<file path="config.mk">
export PLATFORM = sky130hd
export DESIGN_NAME = trig_stage_matcher
export DESIGN_NICKNAME = d
export VERILOG_FILES = /design/src/rtl/trig_stage_matcher.sv
export SDC_FILE = /design/constraint.sdc
export NUM_CORES = 1
export LEC_CHECK = 0
export ABC_CLOCK_PERIOD_IN_PS = 3100
export BUFFER_PORTS_ARGS = -buffer_cell sky130_fd_sc_hd__clkbuf_2
export CORE_MARGIN = 4
export CORE_UTILIZATION = 35
export DETAILED_ROUTE_END_ITERATION = 6
export GPL_TIMING_DRIVEN = 0
export SYNTH_ARGS = -nofsm -noshare
export SYNTH_HDL_FRONTEND = slang
export SYNTH_SLANG_ARGS = --single-unit
</file>
<file path="constraint.sdc">
create_clock -name clk -period 3.1 [get_ports clk]
set_input_delay 0.465 -clock clk [delete_from_list [all_inputs] [get_ports clk]]
set_output_delay 0.465 -clock clk [all_outputs]
set_load 0.05 [all_outputs]
</file>
<file path="src/rtl/trig_stage_matcher.sv">
module trig_stage_matcher #(
  parameter int NCH  = 16,
  parameter int NSTG = 4,
  parameter int CW   = 32,
  parameter int IW   = 32,
  parameter int GW   = 16
) (
  input  logic                 clk,
  input  logic                 rst_n,
  input  logic                 arm,
  input  logic                 trig_en,
  input  logic                 smp_valid,
  input  logic [NCH-1:0]       smp,
  input  logic [NSTG*NCH-1:0]  cfg_mask,
  input  logic [NSTG*NCH-1:0]  cfg_value,
  input  logic [NSTG*NCH-1:0]  cfg_edge,
  input  logic [NSTG*CW-1:0]   cfg_count,
  input  logic [GW-1:0]        cfg_glb,
  output logic                 trig_fire,
  output logic [IW-1:0]        trig_idx
);

  localparam int SW = (NSTG > 1) ? $clog2(NSTG) : 1;
  localparam int NW = GW - 4;

  logic           armed_q;
  logic           havep_q;
  logic [SW-1:0]  stg_q;
  logic [CW-1:0]  hits_q;
  logic [IW-1:0]  idx_q;
  logic [NCH-1:0] prev_q;
  logic [SW-1:0]  last_stg;
  logic [NCH-1:0] ch_ok;

  wire [NCH-1:0] cm     = cfg_mask [stg_q*NCH +: NCH];
  wire [NCH-1:0] cv     = cfg_value[stg_q*NCH +: NCH];
  wire [NCH-1:0] ce     = cfg_edge [stg_q*NCH +: NCH];
  wire [CW-1:0]  cc     = cfg_count[stg_q*CW +: CW];
  wire [NW-1:0]  en_cnt = cfg_glb[GW-1:4];
  wire [3:0]     n_stg  = cfg_glb[3:0];

  always_comb begin
    if (n_stg == 4'd0)
      last_stg = '0;
    else if (32'(n_stg) > NSTG)
      last_stg = SW'(NSTG - 1);
    else
      last_stg = SW'(n_stg - 4'd1);
  end

  for (genvar i = 0; i < NCH; i++) begin : g_ch
    wire act = en_cnt > NW'(i);
    wire p   = prev_q[i];
    wire c   = smp[i];
    wire lvl = cm[i] | (c == cv[i]);
    wire edg = havep_q & (cm[i] ? (p ^ c) : (cv[i] ? (c & ~p) : (p & ~c)));
    assign ch_ok[i] = ~act | (ce[i] ? edg : lvl);
  end

  wire stage_hit  = &ch_ok;
  wire take       = armed_q & smp_valid & ~arm;
  wire stage_done = stage_hit & (hits_q == cc);
  wire fire_now   = take & (~trig_en | (stage_done & (stg_q == last_stg)));

  always_ff @(posedge clk) begin
    if (!rst_n) begin
      armed_q   <= 1'b0;
      havep_q   <= 1'b0;
      stg_q     <= '0;
      hits_q    <= '0;
      idx_q     <= '0;
      prev_q    <= '0;
      trig_fire <= 1'b0;
      trig_idx  <= '0;
    end else begin
      trig_fire <= fire_now;
      if (fire_now) trig_idx <= idx_q;
      if (arm) begin
        armed_q <= 1'b1;
        havep_q <= 1'b0;
        stg_q   <= '0;
        hits_q  <= '0;
        idx_q   <= '0;
      end else if (take) begin
        prev_q  <= smp;
        havep_q <= 1'b1;
        idx_q   <= idx_q + IW'(1);
        if (fire_now) begin
          armed_q <= 1'b0;
        end else if (stage_hit) begin
          if (stage_done) begin
            stg_q  <= stg_q + SW'(1);
            hits_q <= '0;
          end else begin
            hits_q <= hits_q + CW'(1);
          end
        end
      end
    end
  end

endmodule

</file>
After elaboration in Yosys (flattened, before gate mapping)

Index checks and enable logic that the tools add are counted.

Bits of input ports: 357
Register bits after elaboration: 117
Word-level logic and storage cells: 268
Output and inout port bits: 33

Add/sub/neg operators: 4
Eq/ne operators: 18
Reductions and logical operators: 9
Bitwise operators: 154
Shifts and indexed selects: 4
Muxes and demuxes: 54
Magnitude comparators: 17

Operator list:

| cell                                                            | number |
|---|---|
| variable part select 64 x 7 -> 16 bit                           | 3 |
| variable part select 128 x 8 -> 32 bit                          | 1 |
| greater-than comparator 12 x 4 -> 1 bit (second input constant) | 8 |
| adder 32 x 1 -> 32 bit (second input constant)                  | 2 |
| bitwise AND 1 bit                                               | 53 |
| NOT 1 bit                                                       | 52 |
| two-way mux 1 bit                                               | 51 |
| greater-than comparator 12 x 3 -> 1 bit (second input constant) | 4 |
| OR 1 bit                                                        | 33 |
| equality test 32 bit                                            | 1 |
| two-way mux 32 bit                                              | 1 |
| greater-than comparator 12 x 1 -> 1 bit (second input constant) | 2 |
| greater-than comparator 12 x 2 -> 1 bit (second input constant) | 2 |
| AND reduction 19 bit                                            | 1 |
| AND reduction 18 bit                                            | 1 |
| equality test 1 bit                                             | 16 |
| AND reduction 16 bit                                            | 1 |
| XOR 1 bit                                                       | 16 |
| greater-than comparator 4 x 3 -> 1 bit (second input constant)  | 1 |
| zero test 4 bit                                                 | 1 |
| two-way mux 2 bit                                               | 2 |
| AND reduction 2 bit                                             | 2 |
| nonzero test 2 bit                                              | 2 |
| adder 2 x 1 -> 2 bit (second input constant)                    | 1 |
| 3 further kinds                                                 | 3 |

Depth between registers and ports, before layout

Gate-level depths: netlist (run 1).

Depth after elaboration: 15
Mapped depth: 15
Depth with buffers taken out: 10

Worst setup path after synthesis (run 1)

Ideal clock, no wire load.

Path type: register -> register
From: reg stg_q[0]
To: reg hits_q[17]
Cell stages (with the launch flop): 15
Data required time: 2966 ps
Buffers on the path: 7
Library setup time: 134 ps
Arrival time: 3283 ps
Slack: -318 ps
Period minus slack after synthesis: 3418 ps
Path through: dfxtp_1 buf_6 buf_6 buf_6 buf_6 buf_6 mux4_2 o21bai_1 a32o_1 nor4_2 nand4_1 buf_2 buf_2 o311ai_0 o31ai_1

Cells in the longest elaborated chain, start to end: 13
Elaborated cells between the ends (all ways): 126
Those cells by class: 18 x eq/ne; 4 x shift; 49 x mux; 53 x bitwise; 2 x reduce/logical

RTL lines:

| item                                  | line | source |
|---|---|---|
| from (decl)                           | 28   | `logic [SW-1:0] stg_q;` |
| from (signal assigned)                | 92   | `stg_q <= stg_q + SW'(1);` |
| variable part select 64 x 7 -> 16 bit | 36   | `wire [NCH-1:0] cv = cfg_value[stg_q*NCH +: NCH];` |
| two-way mux 1 bit (2 in series)       | 56   | `wire edg = havep_q & (cm[i] ? (p ^ c) : (cv[i] ? (c & ~p) : (p & ~c)));` |
| bitwise AND 1 bit                     | 56   |  |
| two-way mux 1 bit                     | 57   | `assign ch_ok[i] = ~act \| (ce[i] ? edg : lvl);` |
| OR 1 bit                              | 57   |  |
| AND reduction 16 bit                  | 60   | `wire stage_hit = &ch_ok;` |
| bitwise AND 1 bit                     | 62   | `wire stage_done = stage_hit & (hits_q == cc);` |
| bitwise AND 1 bit                     | 63   | `wire fire_now = take & (~trig_en \| (stage_done & (stg_q == last_stg)));` |
| OR 1 bit                              | 63   |  |
| bitwise AND 1 bit                     | 63   |  |
| NOT 1 bit (no source line)            | --   |  |
| AND reduction 18 bit (no source line) | --   |  |
| to (signal assigned)                  | 95   | `hits_q <= hits_q + CW'(1);` |
| to (decl)                             | 29   | `logic [CW-1:0] hits_q;` |

Parallel ways exist; a longest one is shown, timed or not.
A chain may end at the register's enable or synchronous reset.

Worst setup path after layout (run 1)

From: reg stg_q[0]
To: reg stg_q[0]

Cells in the longest elaborated chain, start to end: 13
Elaborated cells between the ends (all ways): 126
Those cells by class: 1 x add/sub; 18 x eq/ne; 4 x shift; 48 x mux; 53 x bitwise; 2 x reduce/logical

RTL lines:

| item                                  | line |
|---|---|
| variable part select 64 x 7 -> 16 bit | 36 |
| two-way mux 1 bit (2 in series)       | 56 |
| bitwise AND 1 bit                     | 56 |
| two-way mux 1 bit                     | 57 |
| OR 1 bit                              | 57 |
| AND reduction 16 bit                  | 60 |
| bitwise AND 1 bit                     | 62 |
| bitwise AND 1 bit                     | 63 |
| OR 1 bit                              | 63 |
| bitwise AND 1 bit                     | 63 |
| NOT 1 bit (no source line)            | -- |
| AND reduction 19 bit (no source line) | -- |

Parallel ways exist; a longest one is shown, timed or not.

==> results.cfg, run 1 <==
[layout]
layout.cells.most_common = clkbuf_2
fin_util_pct = 52.1
nets = 1898
fin_area_um2 = 13700
drive_above_1_share_pct = 45.1
area_growth_pct = 46.0
final_cell_mix = 392 x clkbuf_2, 116 x dfxtp_1, 114 x nand2_1

[yosys]
syn_area_um2 = 9360
synth_enable_flop_cells = 0
syn_nets = 1434
synth_top_area_share_pct = 25.0
syn_area_per_cell_um2 = 8.98
synth_mux_area_share_pct = 21.9
synth_fa_ha_area_share_pct = 4.90
ys_warn_count = 0
ys_seq_area_share_pct = 25.0
netlist_instances = 1042
synth_top_area_cell = dfxtp_1
synthDistinctLibCells = 64
synthTopCellsByArea = dfxtp_1 25%, mux4_2 19%, xnor2_1 5.0%
synth-xor-area-share_pct = 6.93
synthFlopType = dfxtp_1
async_reset_ff_share_pct = 0
ys_ff_latch = 117
synth_top_family_by_area = multiplexers
synthSimpleGateAreaFrac_pct = 21.2
synth-compound-area-share_pct = 14.3

[grt]
grt_antenna_before_repair = 5
grt_pass1_vias = 10400
grt_util_met2_pct = 47.0
grt_overflow = 0
busiest_layer = met2
grtUsageMet1_pct = 29.2
grt_util_met3_pct = 4.27
grt_pass1_wl_mm = 57.4
grtUsageTotal_pct = 25.4
grt_max_degree = 17

[routing]
wire_per_inst_um = 21.3
ant_nets = 0
vias = 10500
viasPerCell = 5.65
firstDrtPassIters = 5
routed_wirelength_mm = 39.6
drt-initial-drc-count = 653
drc = 0

[timing]
max_freq_mhz = 278
timing.final.ws_setup_ns = -0.497
period_minus_slack_ns = 3.60
finalCritPeriodShare_pct = 116
skew_ns = 0.00792
slew_headroom_pct = 40.1
tightest_slew_ns = 0.890
setup_viol = 68
slew_viol_final = 0
hold_violations = 0
rsz0062_at_grt = yes

[run_status]
status = finished with violations
violations = setup timing

[clocking]
cts_sinks = 117
cts_tree = yes
cts_buffer_depth = 2
cts.clk_slew.worst_paths_ns = 0.06
insertion_delay_ns = 0.43
cts_hold_buf = 0
cts-htree-levels = 4
cts_buffers = 17
root_buffer = clkbuf_16

[place]
place_congestion = 0.889
dp_hpwl_mm = 30.4
place_area_um2 = 11800
preCtsSetupSlack_ns = -1.51
numPortBuffers = 388

[die]
dieHeight_um = 171
rows = 59
boundaryPins = 390
initial_core_util_pct = 35.7
die_w_um = 171
fp.dieArea_um2 = 29400
core_um2 = 26200

[power]
peakVddDrop_v = 0.000210
leakagePower_nw = 5.38
power_density_nw_per_um2 = 313

[worst_setup_path]
crit_path_frequent_cell = buf_12
crit_path_end_kind = flip-flop
worstPathCellList = buf_12 > buf_12 > buf_12 > buf_16 > buf_12 > mux4_2 > o21ai_2 > o2bb2ai_1 > o32ai_2 > nor4_2 > nand4_1 > buf_4 > buf_6 > o311a_1 > a31o_2
cp_max_fo = 8
worstPathRequired_ns = 3.42
crit_type = reg -> reg
critPathSlowestCell = mux4_2
arrival_ns = 3.91
cp-start-kind = flip-flop
critPathBufInv = 7
crit_path_max_incr_delay_ns = 0.58
critPathTopFamily = buffers and inverters

[flow_run]
max-cap-violations = 0

[min_path]
worstHoldPathType = in -> reg
## cell usage after synthesis (4+ instances only)
cell,n
a211oi_1,5
a21oi_1,62
a22oi_1,4
and2_1,6
and3_1,8
and4_1,5
buf_1,7
buf_2,8
buf_4,5
buf_6,7
clkbuf_1,47
dfxtp_1,117
ha_1,35
inv_1,49
mux2_2,10
mux2i_1,13
mux4_2,80
nand2_1,114
nand2b_1,11
nand3_1,36
nand3b_1,39
nand4_1,32
nor2_1,62
nor2b_1,4
nor3_1,21
nor4_1,10
o2111ai_1,5
o211ai_1,10
o21ai_0,57
o22ai_1,6
o311ai_0,5
o31ai_1,10
o32a_1,6
or2_2,5
or3_1,7
or4_1,10
xnor2_1,53
xor2_1,21
## state kept, by name (all words and copies together) (netlist names)
signal / flops
armed_q: 1
havep_q: 1
hits_q: 32
idx_q: 32
prev_q: 16
stg_q: 2
trig_fire: 1
trig_idx: 32
## logic make-up (layout without fill, tap and decap cells)
group,after synthesis,after routing
AOI/OAI and AO/OA,208,208
xor gates and xnor gates,74,74
adders and majority gates,37,37
buffers and inverters,123,600
DFF,117,117
muxes,103,103
other,0,5
and+or+nand+nor,380,380
## final timing paths
check	slack [ns]	end	cells after the start	start
worst max-delay path	-0.50	stg_q[0]	15	stg_q[0]
worst min-delay path	0.29	prev_q[1]	3	smp[1]
worst max register to register	-0.50	stg_q[0]	15	stg_q[0]
worst min register to register	0.47	prev_q[2]	2	prev_q[2]
## layout make-up
class	count	area, um^2
Timing Repair Buffer	446	2580
Tap cell	335	419
Multi-Input combinational cell	802	6900
Sequential cell	117	2340
Antenna cell	5	12.5
Clock buffer	17	425
Clock inverter	15	180
Inverter	49	184
Fill cell	2458	12600
Buffer	73	602
## metrics by stage
step           TNS, ns  hold WS [ns]  std cells  total power, W
2_1_floorplan    -4.87         0.453       1042         0.00184
3_3_place_gp    -88.59         0.462       1765         0.00216
3_5_place_dp    -90.08         0.467       1765         0.00217
4_1_cts         -23.31         0.274       1835         0.00427
5_1_grt         -35.73         0.298       1859         0.00442
6_report        -28.20         0.289       1859         0.00427
## timing repair
| action | CTS | global route |
|---|---|---|
| gates resized for setup | 96 | 98 |
| endpoints found under the setup margin | 68 | 68 |
| cloned | 3 | 5 |
| pin swaps | 23 | 23 |
| buffers inserted | 36 | 15 |
## worst register-to-register path: stages (launching register included)
cell and delay, ns:
dfxtp_2 0.34, buf_12 0.13, buf_12 0.13, buf_12 0.14
buf_16 0.14, buf_12 0.14, mux4_2 0.59, o21ai_2 0.10
o2bb2ai_1 0.18, o32ai_2 0.15, nor4_2 0.38, nand4_1 0.20
buf_4 0.20, buf_6 0.13, o311a_1 0.32, a31o_2 0.21
## power breakdown
group,leakage (nW),internal [W],total (W),switching (W)
Clock,0.296,0.00122,0.00205,0.000836
Combinational,4.14,0.000369,0.000698,0.000328
Sequential,0.944,0.00151,0.00152,0.00000684
## routing by layer
metal  part of all wire, %  vias up  wire length, um
met2                    52      472            20600
met4                   2.8        0             1120
met1                    38     5121            15100
li1                      -     4837                -
met3                   6.8       67             2680
met5                     0        -                0
Power figures use the tool's default switching activity.
==> run 2, diff against run 1 <==
--- a/config.mk
+++ b/config.mk
@@ -11,6 +11,7 @@
 export CORE_UTILIZATION = 35
 export DETAILED_ROUTE_END_ITERATION = 6
 export GPL_TIMING_DRIVEN = 0
+export PLACE_DENSITY_LB_ADDON = 0.3
 export SYNTH_ARGS = -nofsm -noshare
 export SYNTH_HDL_FRONTEND = slang
 export SYNTH_SLANG_ARGS = --single-unit
==> results.cfg, run 2 (synthesis gave the netlist of run 1 again) <==
[grt]
grt_antenna_before_repair = 4
grt_pass1_wl_mm = 57.1
grt_pass1_vias = 10600
grtUsageTotal_pct = 25.1
grt_overflow = 0
grt_max_degree = 17

[clocking]
cts-htree-levels = 4
root_buffer = clkbuf_16
cts_buffer_depth = 2
cts.clk_slew.worst_paths_ns = 0.07
cts_buffers = 17
cts_sinks = 117
cts_tree = yes
insertion_delay_ns = 0.43

[timing]
skew_ns = 0.00876
whs_ns = 0.289
tightest_slew_ns = 0.861
tns_ns = -27.15
setup_viol = 68
rsz0062_at_grt = yes
timing.final.ws_setup_ns = -0.475
period_minus_slack_ns = 3.57
hold_violations = 0
slew_viol_final = 0
finalCritPeriodShare_pct = 115
slew_headroom_pct = 41.8
max_freq_mhz = 280

[run_status]
violations = setup timing
status = finished with violations

[place]
dp.cells = 1765
place_congestion = 0.918
numPortBuffers = 388
dp_hpwl_mm = 29.9
place_area_um2 = 11800

[routing]
drt-initial-drc-count = 788
ant_nets = 0
wire_per_inst_um = 20.9
firstDrtPassIters = 5
vias = 10500
routed_wirelength_mm = 38.7
viasPerCell = 5.66
drc = 0

[min_path]
holdPathEnd = prev_q[2]
worstHoldPathType = in -> reg
min_delay_path_depth = 3
min_from = smp[2]

[die]
fp.dieArea_um2 = 29400
dieHeight_um = 171
die_w_um = 171
boundaryPins = 390
rows = 59
core_um2 = 26200
initial_core_util_pct = 35.7

[worst_setup_path]
arrival_ns = 3.93
regToRegSetupSlack_ns = -0.47
reg2regPathDepth = 15
cp_max_fo = 10
r2r-end = trig_idx[20]
worstPathRequired_ns = 3.46
crit_type = reg -> reg
cp-start-kind = flip-flop
r2r-start = stg_q[0]
crit_path_end_kind = flip-flop

[layout]
layout.cells.most_common = clkbuf_2
drive_above_1_share_pct = 45.2
reg_top3 = hits_q: 32 flops, idx_q: 32 flops, trig_idx: 32 flops
area_growth_pct = 45.0
final_cell_mix = 388 x clkbuf_2, 116 x dfxtp_1, 114 x nand2_1
fin_area_um2 = 13600
instances_no_fill = 1852
nets = 1892

[power]
power_density_nw_per_um2 = 307
leakagePower_nw = 5.32
peakVddDrop_v = 0.000273

[flow_run]
max-cap-violations = 0
-- run 2: cell count changes in the layout (fill, tap and decap cells not counted), moves of 3 or more --
| cell | before | now |
|---|---|---|
| buf_16 | 4 | 1 |
| buf_12 | 15 | 11 |
| o21ai_2 | 10 | 17 |
| buf_4 | 40 | 37 |
| clkinv_8 | 0 | 3 |
| o21ai_0 | 28 | 19 |
| clkbuf_2 | 392 | 388 |
-- run 2: timing repair --
action,in CTS,in global routing
cloned,4,2
setup buffers,29,18
setup endpoints to repair,68,68
hold buffers,0,0
resized for setup,143,77
pin swaps,39,30
-- run 2: how the worst max path moves through the flow --
stage | from | end | cells past startpoint | slack (ns)
finish | stg_q[0] | trig_idx[20] | 15 | -0.47
global route | stg_q[0] | trig_idx[20] | 14 | -0.58
CTS | stg_q[0] | hits_q[3] | 15 | -0.49
detailed placement | stg_q[1] | hits_q[20] | 14 | -1.54
global placement | stg_q[1] | hits_q[19] | 14 | -1.46
floorplan | stg_q[0] | hits_q[10] | 14 | -0.11
-- run 2: layout make-up --
cell class | instances | area [um^2]
inverter | 49 | 184
tap | 335 | 419
multi-input combinational | 802 | 6940
clock buffer | 17 | 425
timing repair buffer | 439 | 2440
buffer | 74 | 642
antenna | 4 | 10.0
sequential | 117 | 2340
fill | 2466 | 12600
clock inverter | 15 | 160
-- run 2: report_power, final --
group	internal, W	switching [W]	leakage, nW
registers	0.00151	0.00000689	0.944
logic	0.000367	0.000326	4.09
clock network	0.00107	0.000885	0.284
-- run 2: routing by layer --
layer | share of wire [%] | global-route usage [%]
met1 | 37 | 28.3
met5 | 0 | 0
met4 | 3.9 | 10.7
met2 | 51 | 45.9
met3 | 7.3 | 4.94
-- run 2: through the flow --
step	power (W)	worst slack, ns	utilization, %
after floorplan	0.00184	-0.115	-
after global placement	0.00216	-1.46	44.9
after detailed placement	0.00218	-1.54	44.9
after CTS	0.00417	-0.493	50.1
after global routing	0.00431	-0.577	51.8
final	0.00417	-0.475	51.8
-- run 2: worst max-delay path, stage by stage (launching register included) --
cell and delay [ns]:
dfxtp_2 0.34, buf_12 0.14, buf_6 0.11, clkbuf_16 0.14
buf_4 0.10, mux4_2 0.49, xnor2_1 0.16, nand4_1 0.12
or4_4 0.57, nor4b_4 0.27, buf_4 0.19, a41oi_4 0.17
buf_8 0.19, buf_4 0.15, nand3b_1 0.17, a21oi_2 0.17
==> run 3, diff against run 2 <==
--- a/config.mk
+++ b/config.mk
@@ -12,6 +12,7 @@
 export DETAILED_ROUTE_END_ITERATION = 6
 export GPL_TIMING_DRIVEN = 0
 export PLACE_DENSITY_LB_ADDON = 0.3
+export REMOVE_ABC_BUFFERS = 1
 export SYNTH_ARGS = -nofsm -noshare
 export SYNTH_HDL_FRONTEND = slang
 export SYNTH_SLANG_ARGS = --single-unit
==> results.cfg, run 3 (synthesis gave the netlist of run 1 again) <==
[run_status]
status = finished with violations
violations = setup timing

[min_path]
min_delay_path_depth = 3
min_from = smp[2]
worstHoldPathType = in -> reg

[layout]
layout.cells.most_common = clkbuf_2
fin_area_um2 = 13600
area_growth_pct = 45.9
drive_above_1_share_pct = 46.0
reg_top3 = hits_q: 32 flops, idx_q: 32 flops, trig_idx: 32 flops
instances_no_fill = 1810
final_cell_mix = 389 x clkbuf_2, 115 x dfxtp_1, 113 x nand2_1
nets = 1854
diodes = 0

[clocking]
cts_buffers = 17
cts-htree-levels = 4
cts_tree = yes
root_buffer = clkbuf_16
cts_sinks = 117
insertion_delay_ns = 0.43
cts.clk_slew.worst_paths_ns = 0.07
cts_buffer_depth = 2

[timing]
slew_viol_final = 0
period_minus_slack_ns = 3.61
hold_violations = 0
skew_ns = 0.0145
tightest_slew_ns = 1.03
setup_viol = 68
finalCritPeriodShare_pct = 116
max_freq_mhz = 277
slew_headroom_pct = 30.5
timing.final.ws_setup_ns = -0.509
whs_ns = 0.293
rsz0062_at_grt = yes

[die]
boundaryPins = 390
dieHeight_um = 171
fp.dieArea_um2 = 29400
rows = 59
initial_core_util_pct = 35.7
die_w_um = 171
core_um2 = 26200

[worst_setup_path]
regToRegSetupSlack_ns = -0.51
reg2regPathDepth = 14
r2r-start = stg_q[0]
startpoint = stg_q[0]
r2r-end = trig_idx[5]
critPathCapture = trig_idx[5]
worstPathRequired_ns = 3.45
cp-start-kind = flip-flop
crit_path_end_kind = flip-flop
arrival_ns = 3.96
cp_max_fo = 15
crit_type = reg -> reg

[power]
p_clk_share_pct = 46.6
comb_power_share_pct = 17.0
p_sw_share_pct = 29.0
power_density_nw_per_um2 = 306
switching_power_w = 0.00121
peakVddDrop_v = 0.000247
p_seq_share_pct = 36.3
leakagePower_nw = 5.35
intPower_w = 0.00297
finalPower_w = 0.00417

[place]
dp_hpwl_mm = 25.6
place_congestion = 0.856
numPortBuffers = 389
place_area_um2 = 11600
preCtsSetupSlack_ns = -1.99
dp.cells = 1702

[routing]
drt-initial-drc-count = 583
drc = 0
viasPerCell = 5.58
wire_per_inst_um = 19.9
firstDrtPassIters = 6
vias = 10100
routed_wirelength_mm = 36.0
ant_nets = 0

[grt]
grt_antenna_before_repair = 0
grt_pass1_vias = 9721
grtUsageTotal_pct = 22.8
grt_overflow = 0
grt_pass1_wl_mm = 52.3
grt_max_degree = 57

[flow_run]
max-cap-violations = 0
==> run 3: changes by cell type in the layout (fill, tap and decap cells not counted), sizes merged <==
cell | previous run | this run
buf | 84 | 78
clkinvlp | 1 | 2
clkinv | 5 | 4
clkbuf | 446 | 412
a41oi | 1 | 3
diode | 4 | 0
==> run 3: area by class of cell <==
| class | instances | area [um^2] |
|---|---|---|
| flip-flops and latches | 117 | 2350 |
| clock buffers | 17 | 425 |
| inverters | 49 | 184 |
| repair buffers | 473 | 3160 |
| fillers | 2419 | 12600 |
| multi-input cells | 804 | 6960 |
| clock inverters | 15 | 154 |
| well taps | 335 | 419 |
==> run 3: worst min path at each step <==
stage | to | slack, ns
3_5_place_dp | prev_q[14] | 0.47
6_report | prev_q[2] | 0.29
4_1_cts | prev_q[2] | 0.27
3_3_place_gp | prev_q[10] | 0.46
2_1_floorplan | prev_q[0] | 0.45
5_1_grt | prev_q[2] | 0.29
==> run 3: power groups by stage <==
stage / logic, W / clock network, W / registers (W)
final: 0.000711 / 0.00195 / 0.00152
after global routing: 0.000770 / 0.00206 / 0.00152
after global placement: 0.000591 / 0 / 0.00155
after detailed placement: 0.000627 / 0 / 0.00155
after floorplan: 0.000279 / 0 / 0.00155
after CTS: 0.000678 / 0.00199 / 0.00152
==> run 3: stage by stage <==
stage | setup TNS, ns | util, %
finish | -26.32 | 52.1
global route | -33.35 | 52.1
CTS | -23.09 | 49.6
detailed placement | -111.65 | 44.4
global placement | -453.62 | 43.4
floorplan | -269.21 | -
==> run 3: worst max-delay path: stages, from the launching register on <==
cell	delay, ns
dfxtp_4	0.38
buf_12	0.12
buf_16	0.16
mux4_2	0.54
xnor2_2	0.14
nand4_1	0.24
or4_4	0.60
nor4b_4	0.27
buf_6	0.16
a41oi_4	0.13
buf_12	0.19
buf_12	0.14
clkbuf_16	0.14
nand3b_1	0.15
a21oi_1	0.14
==> run 3: timing repair <==
item | 4_1_cts | 5_1_grt
buffers inserted | 36 | 24
gates cloned | 7 | 9
pin swaps | 15 | 22
setup endpoints to repair | 68 | 68
hold buffers | 0 | 0
resized for setup | 52 | 77
==> run 3: layer usage <==
metal  vias to the layer above  routed length (um)  global-route usage [%]  share of wire, %
met4                         0                 938                    6.61               2.6
li1                       4767                   -                       -                 -
met2                       424               18400                    41.8                51
met5                         -                   0                       0                 0
met3                        67                2530                    4.83               7.0
met1                      4850               14100                    26.6                39
